### src/rtl/flq_pkg.sv
// Shared definitions for the flash query/status read formatter.
// Assumes all width inputs are 0, 1, 2 or 4 bytes.
package flq_pkg;

    typedef enum logic [1:0] {
        RM_STATUS = 2'b00,
        RM_IDENT  = 2'b01,
        RM_QUERY  = 2'b10,
        RM_NONE   = 2'b11
    } rd_mode_e;

    // Highest valid query-table index; larger indices read as zero.
    localparam int QT_LAST = 'h52;

    // log2 of a byte count of 1, 2 or 4 (0 maps to 0).
    function automatic logic [1:0] bytes_log2(input logic [2:0] n);
        case (n)
            3'd2:    return 2'd1;
            3'd4:    return 2'd2;
            default: return 2'd0;
        endcase
    endfunction

endpackage

### src/rtl/flq_table.sv
// Query-table ROM of one device.
// The content is computed from the sector size, the total block count, the bank width
// and the number of devices sharing the bank. Assumes power-of-two geometry and
// BLOCKS_LOG2 >= 2.
module flq_table #(
    parameter int SECTOR_LOG2 = 16,
    parameter int BLOCKS_LOG2 = 6
) (
    input  logic [6:0] idx,
    input  logic [1:0] b_l2,
    input  logic [1:0] lanes_l2,
    output logic [7:0] data
);

    localparam logic [31:0] SECTOR_BYTES = 32'd1 << SECTOR_LOG2;

    logic [31:0] bpd_m1;
    logic [7:0]  size_l2;

    // Per-device geometry derived from the number of devices in the bank.
    always_comb begin
        bpd_m1  = (32'd1 << (5'(BLOCKS_LOG2) - 5'(lanes_l2))) - 32'd1;
        size_l2 = 8'(SECTOR_LOG2 + BLOCKS_LOG2) - 8'(lanes_l2);
    end

    // Table lookup.
    always_comb begin
        case (idx)
            7'h10: data = 8'h51;
            7'h11: data = 8'h52;
            7'h12: data = 8'h59;
            7'h13: data = 8'h01;
            7'h15: data = 8'h31;
            7'h1B: data = 8'h45;
            7'h1C: data = 8'h55;
            7'h1F: data = 8'h07;
            7'h20: data = 8'h07;
            7'h21: data = 8'h0A;
            7'h23: data = 8'h04;
            7'h24: data = 8'h04;
            7'h25: data = 8'h04;
            7'h27: data = size_l2;
            7'h28: data = 8'h02;
            7'h2A: data = (b_l2 == 2'd0) ? 8'd8 : 8'd11;
            7'h2C: data = 8'h01;
            7'h2D: data = bpd_m1[7:0];
            7'h2E: data = bpd_m1[15:8];
            7'h2F: data = SECTOR_BYTES[15:8];
            7'h30: data = SECTOR_BYTES[23:16];
            7'h31: data = 8'h50;
            7'h32: data = 8'h52;
            7'h33: data = 8'h49;
            7'h34: data = 8'h31;
            7'h35: data = 8'h30;
            7'h3F: data = 8'h01;
            default: data = 8'h00;
        endcase
    end

endmodule

### src/rtl/flq_slice.sv
// One bank-width answer for one offset in identifier or query mode.
// It rescales the offset into a device index, forms the single-device answer,
// and copies that answer across the device lanes of the bank.
// Lanes at or above the bank width are zero.
module flq_slice #(
    parameter int OFS_W       = 16,
    parameter int SECTOR_LOG2 = 16,
    parameter int BLOCKS_LOG2 = 6
) (
    input  logic [OFS_W-1:0] ofs,
    input  logic             is_ident,
    input  logic             legacy,
    input  logic [1:0]       b_l2,
    input  logic [1:0]       d_l2,
    input  logic [1:0]       m_l2,
    input  logic [15:0]      id_mfr,
    input  logic [15:0]      id_dev,
    input  logic [7:0]       leg_hi0,
    input  logic [7:0]       leg_lo0,
    input  logic [7:0]       leg_hi1,
    input  logic [7:0]       leg_lo1,
    output logic [31:0]      chunk
);
    import flq_pkg::*;

    logic [2:0]       shift_amt;
    logic [OFS_W-1:0] idx;
    logic             in_tbl;
    logic [1:0]       lanes_l2;
    logic [7:0]       tbl_byte;
    logic [31:0]      single;
    logic [31:0]      spread;
    logic [31:0]      compat;

    // Offset to table index, in scaled and compatibility forms.
    always_comb begin
        shift_amt = 3'(b_l2) + 3'(m_l2) - 3'(d_l2);
        idx       = legacy ? (OFS_W'(ofs[7:0]) >> b_l2) : (ofs >> shift_amt);
        in_tbl    = (idx <= OFS_W'(QT_LAST));
        lanes_l2  = legacy ? 2'd0 : (b_l2 - d_l2);
    end

    flq_table #(
        .SECTOR_LOG2(SECTOR_LOG2),
        .BLOCKS_LOG2(BLOCKS_LOG2)
    ) u_tbl (
        .idx     (idx[6:0]),
        .b_l2    (b_l2),
        .lanes_l2(lanes_l2),
        .data    (tbl_byte)
    );

    // Answer of a single device before bank replication.
    always_comb begin
        if (is_ident) begin
            case (idx[7:0])
                8'd0:    single = {16'h0, id_mfr};
                8'd1:    single = {16'h0, id_dev};
                default: single = 32'h0;
            endcase
        end else if (!in_tbl) begin
            single = 32'h0;
        end else if (d_l2 != m_l2) begin
            single = (d_l2 == 2'd0) ? {4{tbl_byte}} : 32'h0;
        end else begin
            single = {24'h0, tbl_byte};
        end
    end

    // Copy device-width slices across the bank lanes.
    always_comb begin
        for (int j = 0; j < 4; j++) begin
            logic [1:0] src;
            src = 2'(j) & ((2'd1 << d_l2) - 2'd1);
            spread[j*8 +: 8] = (3'(j) < (3'd1 << b_l2)) ? single[src*8 +: 8] : 8'h00;
        end
    end

    // Compatibility answer: fixed pairs or an unreplicated table byte.
    always_comb begin
        if (is_ident) begin
            case (idx[7:0])
                8'd0:    compat = {16'h0, leg_hi0, leg_lo0};
                8'd1:    compat = {16'h0, leg_hi1, leg_lo1};
                default: compat = 32'h0;
            endcase
        end else begin
            compat = in_tbl ? {24'h0, tbl_byte} : 32'h0;
        end
    end

    // Select the path for this configuration.
    always_comb chunk = legacy ? compat : spread;

endmodule

### src/rtl/flq_read_fmt.sv
// Read-word formatter for a bank of parallel flash devices in identifier,
// query or status mode. It builds four bank-width chunks at successive offsets,
// packs them from the low byte upward, applies the status fill and the access
// mask, and registers the result.
// Assumes device width <= bank width and device width <= maximum device width.
module flq_read_fmt #(
    parameter int OFS_W       = 16,
    parameter int SECTOR_LOG2 = 16,
    parameter int BLOCKS_LOG2 = 6
) (
    input  logic             clk,
    input  logic             rst_n,
    input  logic [OFS_W-1:0] rd_ofs,
    input  logic [2:0]       acc_bytes,
    input  logic [1:0]       rd_mode,
    input  logic [7:0]       stat_byte,
    input  logic [15:0]      id_mfr,
    input  logic [15:0]      id_dev,
    input  logic [7:0]       leg_hi0,
    input  logic [7:0]       leg_lo0,
    input  logic [7:0]       leg_hi1,
    input  logic [7:0]       leg_lo1,
    input  logic [2:0]       bank_bytes,
    input  logic [2:0]       dev_bytes,
    input  logic [2:0]       dev_max_bytes,
    output logic [31:0]      rd_data
);
    import flq_pkg::*;

    localparam int NCHUNK = 4;

    rd_mode_e         mode;
    logic [1:0]       b_l2;
    logic [1:0]       d_l2;
    logic [1:0]       m_l2;
    logic             legacy;
    logic [NCHUNK-1:0][31:0] chunk;
    logic [31:0]      packed_w;
    logic [31:0]      stat_w;
    logic [31:0]      word_nxt;

    // Decode the configuration into log2 form.
    always_comb begin
        mode   = rd_mode_e'(rd_mode);
        b_l2   = bytes_log2(bank_bytes);
        d_l2   = bytes_log2(dev_bytes);
        m_l2   = (dev_max_bytes == 3'd0) ? d_l2 : bytes_log2(dev_max_bytes);
        legacy = (dev_bytes == 3'd0);
    end

    // One slice per bank-width chunk of a 32-bit access.
    for (genvar k = 0; k < NCHUNK; k++) begin : g_chunk
        logic [OFS_W-1:0] ofs_k;
        always_comb ofs_k = rd_ofs + (OFS_W'(k) << b_l2);

        flq_slice #(
            .OFS_W      (OFS_W),
            .SECTOR_LOG2(SECTOR_LOG2),
            .BLOCKS_LOG2(BLOCKS_LOG2)
        ) u_slice (
            .ofs     (ofs_k),
            .is_ident(mode == RM_IDENT),
            .legacy  (legacy),
            .b_l2    (b_l2),
            .d_l2    (d_l2),
            .m_l2    (m_l2),
            .id_mfr  (id_mfr),
            .id_dev  (id_dev),
            .leg_hi0 (leg_hi0),
            .leg_lo0 (leg_lo0),
            .leg_hi1 (leg_hi1),
            .leg_lo1 (leg_lo1),
            .chunk   (chunk[k])
        );
    end

    // Pack chunk bytes: word byte n comes from chunk n/bank, byte n%bank.
    always_comb begin
        for (int n = 0; n < 4; n++) begin
            logic [1:0] ck;
            logic [1:0] cb;
            ck = 2'(n) >> b_l2;
            cb = 2'(n) & ((2'd1 << b_l2) - 2'd1);
            packed_w[n*8 +: 8] = legacy ? chunk[0][n*8 +: 8] : chunk[ck][cb*8 +: 8];
        end
    end

    // Status fill per device lane, or the compatibility layout.
    always_comb begin
        for (int n = 0; n < 4; n++) begin
            logic hit;
            if (legacy)
                hit = (n == 0) || ((n == 2) && (acc_bytes == 3'd4));
            else
                hit = ((2'(n) & ((2'd1 << d_l2) - 2'd1)) == 2'd0);
            stat_w[n*8 +: 8] = hit ? stat_byte : 8'h00;
        end
    end

    // Mode select and access-width mask.
    always_comb begin
        for (int n = 0; n < 4; n++) begin
            logic [7:0] b;
            case (mode)
                RM_STATUS: b = stat_w[n*8 +: 8];
                RM_IDENT,
                RM_QUERY:  b = packed_w[n*8 +: 8];
                default:   b = 8'h00;
            endcase
            word_nxt[n*8 +: 8] = (3'(n) < acc_bytes) ? b : 8'h00;
        end
    end

    // Output register with synchronous reset.
    always_ff @(posedge clk) begin
        if (!rst_n) rd_data <= '0;
        else        rd_data <= word_nxt;
    end

endmodule

### config.mk
export PLATFORM = sky130hd
export DESIGN_NAME = flq_read_fmt
export DESIGN_NICKNAME = d
export VERILOG_FILES = /design/src/rtl/flq_pkg.sv /design/src/rtl/flq_table.sv /design/src/rtl/flq_slice.sv /design/src/rtl/flq_read_fmt.sv
export SDC_FILE = /design/constraint.sdc
export NUM_CORES = 1
export LEC_CHECK = 0
export ABC_AREA = 0
export BUFFER_PORTS_ARGS = -buffer_cell sky130_fd_sc_hd__buf_2
export CAP_MARGIN = 20
export CORE_MARGIN = 8
export CORE_UTILIZATION = 36
export CTS_BUF_LIST = sky130_fd_sc_hd__clkbuf_4
export CTS_CLUSTER_DIAMETER = 40
export DETAILED_ROUTE_END_ITERATION = 10
export PLACE_DENSITY_LB_ADDON = 0.08
export REMOVE_ABC_BUFFERS = 1
export SYNTH_ARGS = -nofsm -noshare
export SYNTH_HDL_FRONTEND = slang
export SYNTH_SLANG_ARGS = --single-unit
### constraint.sdc
create_clock -name clk -period 13.2 [get_ports clk]
set_input_delay 1.32 -clock clk [delete_from_list [all_inputs] [get_ports clk]]
set_output_delay 1.32 -clock clk [all_outputs]
set_load 0.05 [all_outputs]
After elaboration in Yosys (flattened, before gate mapping)
Cells that the tools add are included.

operators by class
  $lt $le $gt $ge = 16
  muxes and demuxes = 88
  equality and inequality tests = 118
  add/sub/neg operators = 12
  reductions and logical operators = 37
  shift-type cells = 35

operators with widths
  cell                                                                               number
  32-bit 2-to-1 mux                                                                  27
  8-bit case mux with 18 select lines                                                4
  7-bit by 6-bit equality test with 1-bit output, second input constant              72
  32-bit by 6-bit variable part select with 8-bit output                             10
  32-bit binary-select mux with 2-bit select                                         4
  16-bit case mux with 2 select lines                                                8
  7-bit by 5-bit equality test with 1-bit output, second input constant              32
  8-bit 2-to-1 mux                                                                   28
  32-bit by 5-bit variable part select with 8-bit output                             5
  16-bit adder                                                                       4
  16-bit by 7-bit less-or-equal comparator with 1-bit output, second input constant  4
  16-bit 2-to-1 mux                                                                  4
  8-bit case mux with 2 select lines                                                 4
  16-bit by 3-bit right shift with 16-bit output                                     4
  8-bit by 2-bit right shift with 16-bit output                                      4
  8-bit by 1-bit equality test with 1-bit output, second input constant              4
  8-bit zero test                                                                    4
  1-bit by 2-bit left shift with 16-bit output, first input constant                 2
  2-bit by 2-bit left shift with 16-bit output, first input constant                 2
  2-bit OR reduction                                                                 13
  4-bit OR reduction                                                                 4
  1-bit by 5-bit left shift with 16-bit output, first input constant                 1
  16-bit by 1-bit subtractor with 16-bit output, second input constant               1
  3-bit equality test, second input constant                                         4
  24 further kinds                                                                   57

word-level totals
  output and inout port bits = 32
  bits of input ports = 104
  flip-flop bits (word level) = 32
  logic and storage cells = 310

Depth between registers and ports, before layout
Gate-level depths: netlist of the first run.

  word-level depth = 22
  mapped depth = 26
  depth with buffers taken out = 20

Hierarchy
A second synthesis of the first run with hierarchy kept.

unflattened totals
  cells, all modules = 1890
  area total of the unflattened synthesis = 14431.3 µm²

by module, submodules not included
  module                                    cells an instance  instances  area an instance (µm²)  seq. area each (µm²)
  flq_slice (g_chunk[1].u_slice ...)        274                2          2123.3                  0.0
  flq_read_fmt                              366                1          2770.2                  640.6
  flq_slice (g_chunk[0].u_slice)            280                1          2222.1                  0.0
  flq_slice (g_chunk[3].u_slice)            237                1          2060.7                  0.0
  flq_table (g_chunk[2].u_slice.u_tbl ...)  113                2          794.5                   0.0
  flq_table (g_chunk[0].u_slice.u_tbl)      116                1          780.7                   0.0
  flq_table (g_chunk[1].u_slice.u_tbl)      117                1          762.0                   0.0

Least setup slack after synthesis of the first run
OpenSTA, ideal clock, no wires.

  kind = input-to-reg
  start point = input bank_bytes[1]
  end point = register rd_data[29]
  data arrival time = 6.660 ns
  cell stages on the path = 21
  buffers on the path = 7
  library setup time = 0.095 ns
  setup slack = 6.445 ns
  cell sequence = buf_4 -> nor3b_4 -> buf_4 -> clkbuf_1 -> buf_1 -> ha_1 -> inv_1 -> fa_1 -> clkbuf_1 -> clkbuf_1 -> mux4_2 -> a221oi_1 -> buf_2 -> nand3_1 -> a211oi_1 -> nor2_1 -> a41oi_2 -> nand2b_1 -> a2111oi_0 -> nor3_1 -> a221oi_1

between the ends
  word-level cells in the longest chain between the ends = 21
  elaborated cells between the ends (all ways) = 248

ends and longest elaborated chain
  item                                                                                                                              RTL line                             text
  start, declared                                                                                                                   flq_read_fmt.sv:23                   input logic [2:0] bank_bytes,
  3-bit equality test or 3-bit by 2-bit equality test with 1-bit output (tied branches)                                             flq_pkg.sv:17                        case (n)
  2-bit case mux with 2 select lines *                                                                                              flq_pkg.sv:17
  2-bit by 2-bit left shift with 16-bit output (tied with other cells)                                                              flq_read_fmt.sv:54                   always_comb ofs_k = rd_ofs + (OFS_W'(k) << b_l2);
  16-bit adder or 3-bit by 2-bit subtractor with 3-bit output (tied branches)                                                       flq_read_fmt.sv:54, flq_slice.sv:37
  16-bit by 3-bit right shift with 16-bit output or 8-bit by 2-bit right shift with 16-bit output (tied branches)                   flq_slice.sv:38                      idx = legacy ? (OFS_W'(ofs[7:0]) >> b_l2) : (ofs >> shift_amt);
  16-bit 2-to-1 mux                                                                                                                 flq_slice.sv:38
  7-bit by 6-bit equality test with 1-bit output or 7-bit by 5-bit equality test with 1-bit output (tied branches)                  flq_table.sv:28                      case (idx)
  4-bit OR reduction (no line) (tied with other cells)                                                                              n/a
  [5 not listed]                                                                                                                    n/a
  32-bit by 6-bit variable part select with 8-bit output or 32-bit by 5-bit variable part select with 8-bit output (tied branches)  flq_slice.sv:75                      spread[j*8 +: 8] = (3'(j) < (3'd1 << b_l2)) ? single[src*8 +: 8] : 8'h00;
  8-bit 2-to-1 mux                                                                                                                  flq_slice.sv:75
  32-bit 2-to-1 mux                                                                                                                 flq_slice.sv:93                      always_comb chunk = legacy ? compat : spread;
  32-bit binary-select mux with 2-bit select                                                                                        flq_read_fmt.sv:84                   packed_w[n*8 +: 8] = legacy ? chunk[0][n*8 +: 8] : chunk[ck][cb*8 +: 8];
  32-bit 2-to-1 mux (implied by the code)                                                                                           flq_read_fmt.sv:84
  32-bit by 6-bit variable part select with 8-bit output                                                                            flq_read_fmt.sv:84
  8-bit 2-to-1 mux *                                                                                                                flq_read_fmt.sv:84
  8-bit case mux with 2 select lines *                                                                                              flq_read_fmt.sv:104                  case (mode)
  end signal, assigned                                                                                                              flq_read_fmt.sv:117                  else rd_data <= word_nxt;
  end, declared                                                                                                                     flq_read_fmt.sv:26                   output logic [31:0] rd_data

Mark *: on every way between the ends. The rest lies on a longest branch, timed or not. The select of a mux whose other input is x is not followed.
A chain may end at the register's enable or synchronous reset.

Worst setup path in the final report of the first run
  start point = input bank_bytes[2]
  end point = register rd_data[29]

The elaborated chain is that of the path after synthesis.

==> metrics.txt, run 1 <==
status complete, no violations; period utilization 66.1%; first-pass GRT wire length 96.2 mm; ys flop type dfxtp_1; Crit Path Category input port to register; Worst Hold Class input port to register; Post-CTS Setup Inserts 0; top cells by area, synth nand2_1 5.6%, dfxtp_1 5.6%, nor2_1 5.0%, o21ai_0 4.7%, a21oi_1 4.6%; drt pass-1 iters 6; Inserted Diodes 0; synthesized area per cell 6.60 um^2; most frequent cells in the layout 171 x nand2_1, 154 x nor2_1, 135 x buf_2; clock root cell clkbuf_4; IO Count 136; largest area contributor in the netlist nand2_1; final-stage net count 1903; crit path time final 8730 ps; Yosys warning count 0; drt drc 0; gr usage total 31.9%; initial drt markers 2044; clk sinks 32; setup_tns 0 ps; Die W 195 um; post-synthesis register bit count 32; Biggest register rd_data; Congestion Overflow GR 0; PwrDens 98.8 nW/um^2; Chip Height 195 um; setup violators final 0; die area 38000 um^2; Clock Path Buffers 2; number of fill cells 3475; arrival time at the worst endpoint 9020 ps; Core Footprint 31600 um^2; post-synthesis sequential area ratio 5.57%; post-layout instance area 12400 um^2; Critical Path Start bank_bytes[2]; clock buffer count from CTS 5; WL per Instance 29.6 um; synth unique cells 110; mean number of vias per cell 7.35; top cell type's share of synthesized area 5.58%; EDFF count, synth 0; GPL Wtd Cong 1.03; clk slew on worst S/H paths 140 ps; final hold violations 0; RSZ-0062 raised after global routing no; Critical Path End rd_data[29]$_SDFF_PN0_; Placed Instance Area 12400 um^2; worst-margin pin slew 1210 ps; post_cts resized 0; Peak Freq 0.115 GHz; biggest regs rd_data x32; Leak 4.40 nW; dpl hpwl 47.9 mm; max reg flops 32; Worst IR Drop VDD 0.0555 mV; Async S/R FF share, synth 0%; vias in the first global route 14966; mapped cell area 11500 um^2; H-Tree Depth 2; Slew HR 19.1%; largest net degree at the start of global routing 78; Hold Buf Count CTS 0; Post-Route WL 64.3 mm; MaxCap Viol Count 0; Mapped Cells 1743; WP data required 13490 ps; most common cell after layout, fill and taps aside nand2_1; fin. max-slew vios 0; Worst Path Max Fanout 28; Worst setup EP type register; IO Port Bufs 135; antenna violations before repair 0; Critical Path Start Type input port; via count 15963; share of cells above drive strength 1 14.7%; Rows 65; Initial Util 36.5%; TritonCTS clock tree built; ANT nets after route 0; P&R area growth vs syn 7.83%
==> power by group <==
group / leakage, nW / total (mW) / switching (mW) / internal (mW)
combinational: 4.11 / 1.06 / 0.734 / 0.322
clock: 0.0249 / 0.0675 / 0.0474 / 0.0201
sequential: 0.260 / 0.102 / 0.00141 / 0.100
==> worst max-delay path, cell delays in order <==
cell and delay [ps]:
buf_2 220, nor3b_4 200, buf_4 290, inv_2 540, nand2_2 110, inv_2 550
ha_1 510, inv_1 110, fa_1 500, nand2b_1 200, a21boi_0 330, o21ai_0 320
o311ai_0 600, a31oi_1 160, a2111oi_0 690, nand3_1 220, nor3b_2 950, a221oi_1 250
nor4bb_1 490, nor3_1 120, a221oi_1 300
==> worst min path at each step <==
stage | startpoint | to | slack (ps) | cells past startpoint
finish | stat_byte[4] | rd_data[28]$_SDFF_PN0_ | 1200 | 3
global route | stat_byte[4] | rd_data[28]$_SDFF_PN0_ | 1200 | 3
CTS | stat_byte[4] | rd_data[28]$_SDFF_PN0_ | 1200 | 3
detailed placement | stat_byte[4] | rd_data[28]$_SDFF_PN0_ | 1580 | 3
global placement | stat_byte[4] | rd_data[28]$_SDFF_PN0_ | 1590 | 3
floorplan | acc_bytes[2] | rd_data[26]$_SDFF_PN0_ | 1450 | 2
==> through the flow <==
step	hold slack (ps)	instances	utilization, %	worst slack (ps)	total power [mW]
CTS	1200	2171	39.3	4740	1.18
global placement	1590	2163	39.1	4360	1.12
finish	1200	2171	39.3	4470	1.23
floorplan	1450	1593	-	4500	0.778
detailed placement	1580	2163	39.2	4370	1.11
global route	1200	2171	39.3	4070	1.29
==> synth_stat cells (18+ instances only) <==
cell	n
inv_1	36
o211ai_1	34
a31oi_1	30
nand3_1	88
dfxtp_1	32
a21o_1	18
nand4_1	22
a22oi_1	29
a22o_1	18
a221oi_1	46
nor3_1	68
o21ai_0	107
o31ai_1	21
nor4_1	31
nor2_1	154
nand2b_1	21
nor2b_1	21
clkbuf_1	104
o22ai_1	29
and3_1	21
a221o_1	18
and2_1	26
a21oi_1	106
buf_2	31
mux2i_1	25
nand2_1	171
xnor2_1	28
a211oi_1	35
ha_1	28
==> final cells by class <==
| cell class | instances | area (um^2) | area share [%] |
|---|---|---|---|
| tap | 402 | 503 | 4.05 |
| inverter | 40 | 150 | 1.21 |
| timing repair buffer | 168 | 923 | 7.44 |
| clock buffer | 5 | 37.5 | 0.302 |
| multi-input combinational | 1521 | 10100 | 81.7 |
| sequential | 32 | 641 | 5.16 |
| clock inverter | 3 | 18.8 | 0.151 |
==> routing by layer <==
metal / vias to the layer above / GRT usage, % / share of wire [%]
met2: 1084 / 48.4 / 43
met1: 7736 / 44.0 / 42
met3: 191 / 7.55 / 12
met4: 0 / 9.85 / 3.6
li1: 6952 / - / -
met5: - / 0 / 0
==> kinds of logic (layout without fill, tap and decap cells) <==
logic type	after synthesis	in the layout	synth area share, %
muxes	44	44	5.08
other	1	2	0.0326
buffers and inverters	191	216	6.80
AOI/OAI and AO/OA	693	693	44.2
xor gates and xnor gates	40	40	3.11
adders and majority gates	31	31	3.57
and+or+nand+nor	711	711	31.7
DFF	32	32	5.57
Power figures use the tool's default switching activity.
==> run 2, diff against run 1 <==
--- a/config.mk
+++ b/config.mk
@@ -5,7 +5,7 @@
 export SDC_FILE = /design/constraint.sdc
 export NUM_CORES = 1
 export LEC_CHECK = 0
-export ABC_AREA = 0
+export ABC_AREA = 1
 export BUFFER_PORTS_ARGS = -buffer_cell sky130_fd_sc_hd__buf_2
 export CAP_MARGIN = 20
 export CORE_MARGIN = 8
==> constraint.sdc (replaced) <==
create_clock -name clk -period 7.7 [get_ports clk]
set_input_delay 0.77 -clock clk [delete_from_list [all_inputs] [get_ports clk]]
set_output_delay 0.77 -clock clk [all_outputs]
set_load 0.05 [all_outputs]
==> metrics.txt, run 2 <==
Slew HR 34.0% (+15 points); MaxCap Viol Count 0 (unchanged); H-Tree Depth 2 (unchanged); clk slew on worst S/H paths 110 ps (-30 ps); Worst Hold Class input port to register; post-place setup slack 1350 ps (-3020 ps); Post-synth top cells 757 x nand2_1, 390 x nand3_1, 196 x inv_1; Post-Synth Simple-Gate Area 59.1% (+27 points); ys flop type dfxtp_1; Die W 189 um (-3.1%); Chip Height 189 um (-3.1%); dpl hpwl 41.0 mm (-14%); largest area contributor in the netlist nand2_1; share of cells above drive strength 1 12.3% (-2.4 points); Compound-Gate Fraction of Synth Area 17.5% (-27 points); final-stage net count 2377 (+25%); setup violators final 0 (unchanged); Hold Buf Count CTS 0 (unchanged); synthesized area per cell 4.94 um^2 (-25%); clock buffer count from CTS 5 (unchanged); period utilization 79.3%; most frequent cells in the layout 757 x nand2_1, 390 x nand3_1, 195 x inv_1; final hold violations 0 (unchanged); Critical Path Most Common Cell nand2_1; clk sinks 32 (unchanged); ANT nets after route 0 (unchanged); Mapped Cells 2173 (+25%); Placed Instance Area 11600 um^2 (-5.8%); arrival time at the worst endpoint 6390 ps (-2630 ps); initial drt markers 1873 (-8.4%); Post-Synth XOR/XNOR Area 0.815% (-2.3 points); EDFF count, synth 0 (unchanged); drt drc 0 (unchanged); TritonCTS clock tree built; drt pass-1 iters 7 (+1); IO Port Bufs 135 (unchanged); mean number of vias per cell 5.71 (-22%); post-synthesis register bit count 32 (unchanged); Congestion Overflow GR 0 (unchanged); worst-margin pin slew 987 ps (-219 ps); post-synthesis sequential area ratio 5.96% (+0.40 points); sequential cell area 641 um^2 (unchanged); number of fill cells 3527 (+1.5%); mux cell area share after synthesis 0.279% (-4.8 points); Rows 63 (-3.1%); vias in the first global route 14175 (-5.3%); Hold Path Stages 3 (unchanged); Synth Area in Adders 3.82% (+0.25 points); Crit Path Category input port to register; top cell type's share of synthesized area 26.4% (+21 points); Worst setup EP type register; Clock Path Buffers 2 (unchanged); Critical Path Start Type input port; Async S/R FF share, synth 0% (unchanged); Post-Route WL 51.4 mm (-20%); gr usage total 27.7% (-4.2 points); hold_sp stat_byte[7]; synth unique cells 60 (-45%); Core Footprint 29500 um^2 (-6.6%); first-pass GRT wire length 79.3 mm (-18%); most common cell after layout, fill and taps aside nand2_1; Worst IR Drop VDD 0.0921 mV (+66%); Post-CTS Setup Inserts 0 (unchanged); Biggest register rd_data; largest net degree at the start of global routing 58 (-26%); post-layout instance area 11700 um^2 (-5.9%); max reg flops 32 (unchanged); via count 15033 (-5.8%); Critical path buffers and inverters 6 (+1); antenna violations before repair 2 (+2); Leak 6.17 nW (+40%); Worst Path Max Fanout 26 (-7.1%); setup_tns 0 ps (unchanged); biggest regs rd_data x32; Peak Freq 0.164 GHz; P&R area growth vs syn 8.76%; largest family of logic cells by synthesized area simple AND/OR/NAND/NOR gates; WL per Instance 19.5 um (-34%); Hold EP rd_data[7]$_SDFF_PN0_; top-count cell post-synth nand2_1; Yosys warning count 0 (unchanged); Critical-path top delay cell inv_1; multi-input logic area 8790 um^2 (-13%); crit path time final 6110 ps; Setup WS post-layout 1590 ps (-2880 ps); hold_ws 695 ps (-500 ps); die area 35600 um^2 (-6.1%); top cells by area, synth nand2_1 26%, nand3_1 18%, inv_1 6.8%, dfxtp_1 6.0%, nor2_1 5.6%; final core occ 39.6% (+0.30 points); PwrDens 132 nW/um^2 (+33%); WP data required 7980 ps (-5510 ps); mapped cell area 10700 um^2 (-6.7%); RSZ-0062 raised after global routing no; critical path's top delay family simple AND/OR/NAND/NOR gates; fin. max-slew vios 0 (unchanged); status complete, no violations; IO Count 136 (unchanged); Largest stage delay, worst path 670 ps (-280 ps); clock root cell clkbuf_4; GPL Wtd Cong 0.975 (-5.2%); post_cts resized 0 (unchanged); Initial Util 36.4% (about the same)
[run 2: cell count changes after synthesis, moves of 32 or more]
cell      delta
nand2_1    +586
nand3_1    +302
inv_1      +160
clkbuf_1    -76
nor3_1      -53
a221oi_1    -38
a211oi_1    -33
nand2_2     +32
[run 2: cell type report]
type | count | area share (%)
clock buffers | 5 | 0.321
clock inverters | 2 | 0.0642
repair buffers | 161 | 7.45
multi-input cells | 1816 | 75.2
diodes | 2 | 0.0428
well taps | 390 | 4.18
flip-flops and latches | 32 | 5.48
inverters | 226 | 7.26
[run 2: per-layer routing]
| layer | global-route usage, % | part of all wire, % |
|---|---|---|
| met5 | 0 | 0 |
| met1 | 39.6 | 45 |
| met2 | 41.4 | 42 |
| met4 | 4.87 | 1.5 |
| met3 | 7.13 | 11 |
[run 2: through the flow]
stage | instances | power, mW
after global routing | 2634 | 1.70
after CTS | 2632 | 1.51
after global placement | 2625 | 1.43
after detailed placement | 2625 | 1.42
after floorplan | 2074 | 1.04
final | 2634 | 1.54
[run 2: where the power goes]
| part | leakage [nW] | internal (mW) | switching [mW] | total (mW) |
|---|---|---|---|---|
| sequential | 0.260 | 0.172 | 0.00168 | 0.174 |
| clock | 0.0262 | 0.0318 | 0.0612 | 0.0930 |
| combinational | 5.88 | 0.349 | 0.924 | 1.27 |
| total | 6.17 | 0.553 | 0.987 | 1.54 |
[run 2: cell families after synthesis]
| logic type | count (synthesis) |
|---|---|
| buffers and inverters | 326 |
| flip-flops | 32 |
| adder cells (fa/ha/maj) | 31 |
| multiplexers | 3 |
| XOR/XNOR | 10 |
| AO/OA/AOI/OAI | 332 |
| AND/OR/NAND/NOR | 1438 |
| other | 1 |
[run 2: how the worst max path moves through the flow]
| stage | start | to | depth (start not counted) |
|---|---|---|---|
| after floorplan | bank_bytes[2] | rd_data[31]$_SDFF_PN0_ | 27 |
| after global placement | dev_bytes[2] | rd_data[31]$_SDFF_PN0_ | 29 |
| after detailed placement | dev_bytes[1] | rd_data[31]$_SDFF_PN0_ | 26 |
| after CTS | dev_bytes[1] | rd_data[31]$_SDFF_PN0_ | 26 |
| after global routing | dev_bytes[2] | rd_data[31]$_SDFF_PN0_ | 29 |
| final | dev_bytes[1] | rd_data[31]$_SDFF_PN0_ | 27 |
[run 2: worst min-delay path, delay by kind of cell]
kind	cells	cell delay, ps
AO/OA/AOI/OAI	1	60
AND/OR/NAND/NOR	1	70
buffers and inverters	1	90
==> run 3, diff against run 2 <==
==> constraint.sdc (replaced) <==
create_clock -name clk -period 5.19 [get_ports clk]
set_input_delay 0.519 -clock clk [delete_from_list [all_inputs] [get_ports clk]]
set_output_delay 0.519 -clock clk [all_outputs]
set_load 0.05 [all_outputs]
==> metrics.txt, run 3 (synthesis results as in run 2) <==
Placed Instance Area 12300 um^2 (+6.1%); via count 15263 (+1.5%); Initial Util 36.4% (unchanged); dpl hpwl 43.8 mm (+6.7%); mean number of vias per cell 5.62 (-1.5%); post-layout instance area 12400 um^2 (+6.2%); most frequent cells in the layout 757 x nand2_1, 390 x nand3_1, 195 x inv_1; H-Tree Depth 2 (unchanged); Clock Path Buffers 2 (unchanged); Hold EP rd_data[3]$_SDFF_PN0_; Critical Path Start Type input port; ANT nets after route 0 (unchanged); largest net degree at the start of global routing 51 (-12%); Chip Height 189 um (unchanged); initial drt markers 1583 (-15%); WP data required 5470 ps (-2510 ps); Slew HR 30.3% (-3.7 points); Peak Freq 0.211 GHz; P&R area growth vs syn 15.5%; Worst Hold Class input port to register; drt drc 0 (unchanged); arrival time at the worst endpoint 5010 ps (-1380 ps); Comb power frac 83.5% (+0.8 points); crit path time final 4730 ps; met2 WL post-DR 21.6 mm (-0.44%); Post-Route WL 53.5 mm (+4.1%); max layer used met4; vias in the first global route 14522 (+2.4%); Largest stage delay, worst path 290 ps (-380 ps); met3 WL 5.54 mm (-1.3%); status complete, no violations; Hold Buf Count CTS 0 (unchanged); clk sinks 32 (unchanged); MaxCap Viol Count 0 (unchanged); most common cell after layout, fill and taps aside nand2_1; sw frac 61.1% (-3.1 points); number of fill cells 3510 (-0.48%); worst-margin pin slew 1040 ps (+55.4 ps); gr usage total 28.9% (+1.2 points); fin. max-slew vios 0 (unchanged); Die W 189 um (unchanged); Worst IR Drop VDD 0.125 mV (+36%); Leak 6.60 nW (+7.0%); RSZ-0062 raised after global routing no; clk slew on worst S/H paths 110 ps (about the same); Rows 63 (unchanged); clock buffer count from CTS 5 (unchanged); GPL Wtd Cong 0.974 (about the same); drt pass-1 iters 5 (-2); met1 WL 25.3 mm (+8.6%); hold_sp stat_byte[3]; final hold violations 0 (unchanged); Worst Path Max Fanout 10 (-62%); final core occ 42.1% (+2.4 points); PwrDens 198 nW/um^2 (+50%); setup violators final 0 (unchanged); Hold Path Stages 3 (unchanged); period utilization 91.2%; WL per Instance 19.7 um (+1.0%); share of cells above drive strength 1 15.5% (+3.1 points); die area 35600 um^2 (unchanged); Congestion Overflow GR 0 (unchanged); clock share of power 6.0% (about the same); NetSw 1.50 mW (+52%); Core Footprint 29500 um^2 (unchanged); Flop pwr share 10.5% (-0.8 points); antenna violations before repair 0 (-2); Biggest register rd_data; Power Total 2.45 mW (+59%); clock root cell clkbuf_4; Post-CTS Setup Inserts 0 (unchanged); biggest regs rd_data x32; IO Port Bufs 135 (unchanged); TritonCTS clock tree built; final-stage net count 2458 (+3.4%); Critical-path top delay cell nand4_1; Crit Path Category input port to register; IO Count 136 (unchanged); Worst setup EP type register; P_int 955 uW (+73%); max reg flops 32 (unchanged); Critical Path Most Common Cell nand2_1; first-pass GRT wire length 82.1 mm (+3.5%); post_cts resized 0 (unchanged)
[run 3: critical path, delay by kind of cell]
family	cells	cell delay, ps
simple gates	17	2400
buf+inv	8	1200
compound gates	3	500
fa+ha+maj	2	400
[run 3: how the worst max path moves through the flow]
| stage | to | slack (ps) | startpoint | cells past startpoint |
|---|---|---|---|---|
| 6_report | rd_data[20]$_SDFF_PN0_ | 460 | bank_bytes[0] | 30 |
| 5_1_grt | rd_data[31]$_SDFF_PN0_ | 10 | dev_bytes[2] | 32 |
| 4_1_cts | rd_data[10]$_SDFF_PN0_ | 550 | dev_bytes[2] | 28 |
| 3_5_place_dp | rd_data[10]$_SDFF_PN0_ | 190 | dev_bytes[2] | 28 |
| 3_3_place_gp | rd_data[17]$_SDFF_PN0_ | 150 | dev_bytes[2] | 31 |
| 2_1_floorplan | rd_data[31]$_SDFF_PN0_ | -2310 | bank_bytes[2] | 27 |
[run 3: area by class of cell]
class | count | area (um^2) | area share [%]
clock buffer | 6 | 45.0 | 0.363
tap | 390 | 488 | 3.93
inverter | 226 | 848 | 6.84
timing repair buffer | 242 | 1590 | 12.8
antenna | 1 | 2.50 | 0.0202
sequential | 32 | 641 | 5.16
multi-input combinational | 1816 | 8790 | 70.8
clock inverter | 1 | 5.00 | 0.0403
[run 3: metrics by stage]
| step | worst slack [ps] | TNS, ps | hold slack, ps | std cells |
|---|---|---|---|---|
| 2_1_floorplan | -2310 | -67880 | 690 | 2074 |
| 3_3_place_gp | 152 | 0 | 820 | 2706 |
| 3_5_place_dp | 186 | 0 | 818 | 2706 |
| 4_1_cts | 554 | 0 | 439 | 2713 |
| 5_1_grt | 13.1 | 0 | 433 | 2713 |
| 6_report | 458 | 0 | 445 | 2714 |
[run 3: power groups by stage]
stage          clock (mW)  sequential (mW)  combinational [mW]
2_1_floorplan           0            0.299                1.24
5_1_grt             0.164            0.259                2.27
3_5_place_dp            0            0.263                2.00
3_3_place_gp            0            0.263                2.00
4_1_cts             0.150            0.258                2.01
6_report            0.148            0.258                2.05
[run 3: metal layers]
| metal | vias to the layer above | track usage, % |
|---|---|---|
| met2 | 753 | 42.2 |
| met5 | - | 0 |
| met1 | 6981 | 42.4 |
| met4 | 0 | 5.35 |
| li1 | 7461 | - |
| met3 | 68 | 6.65 |
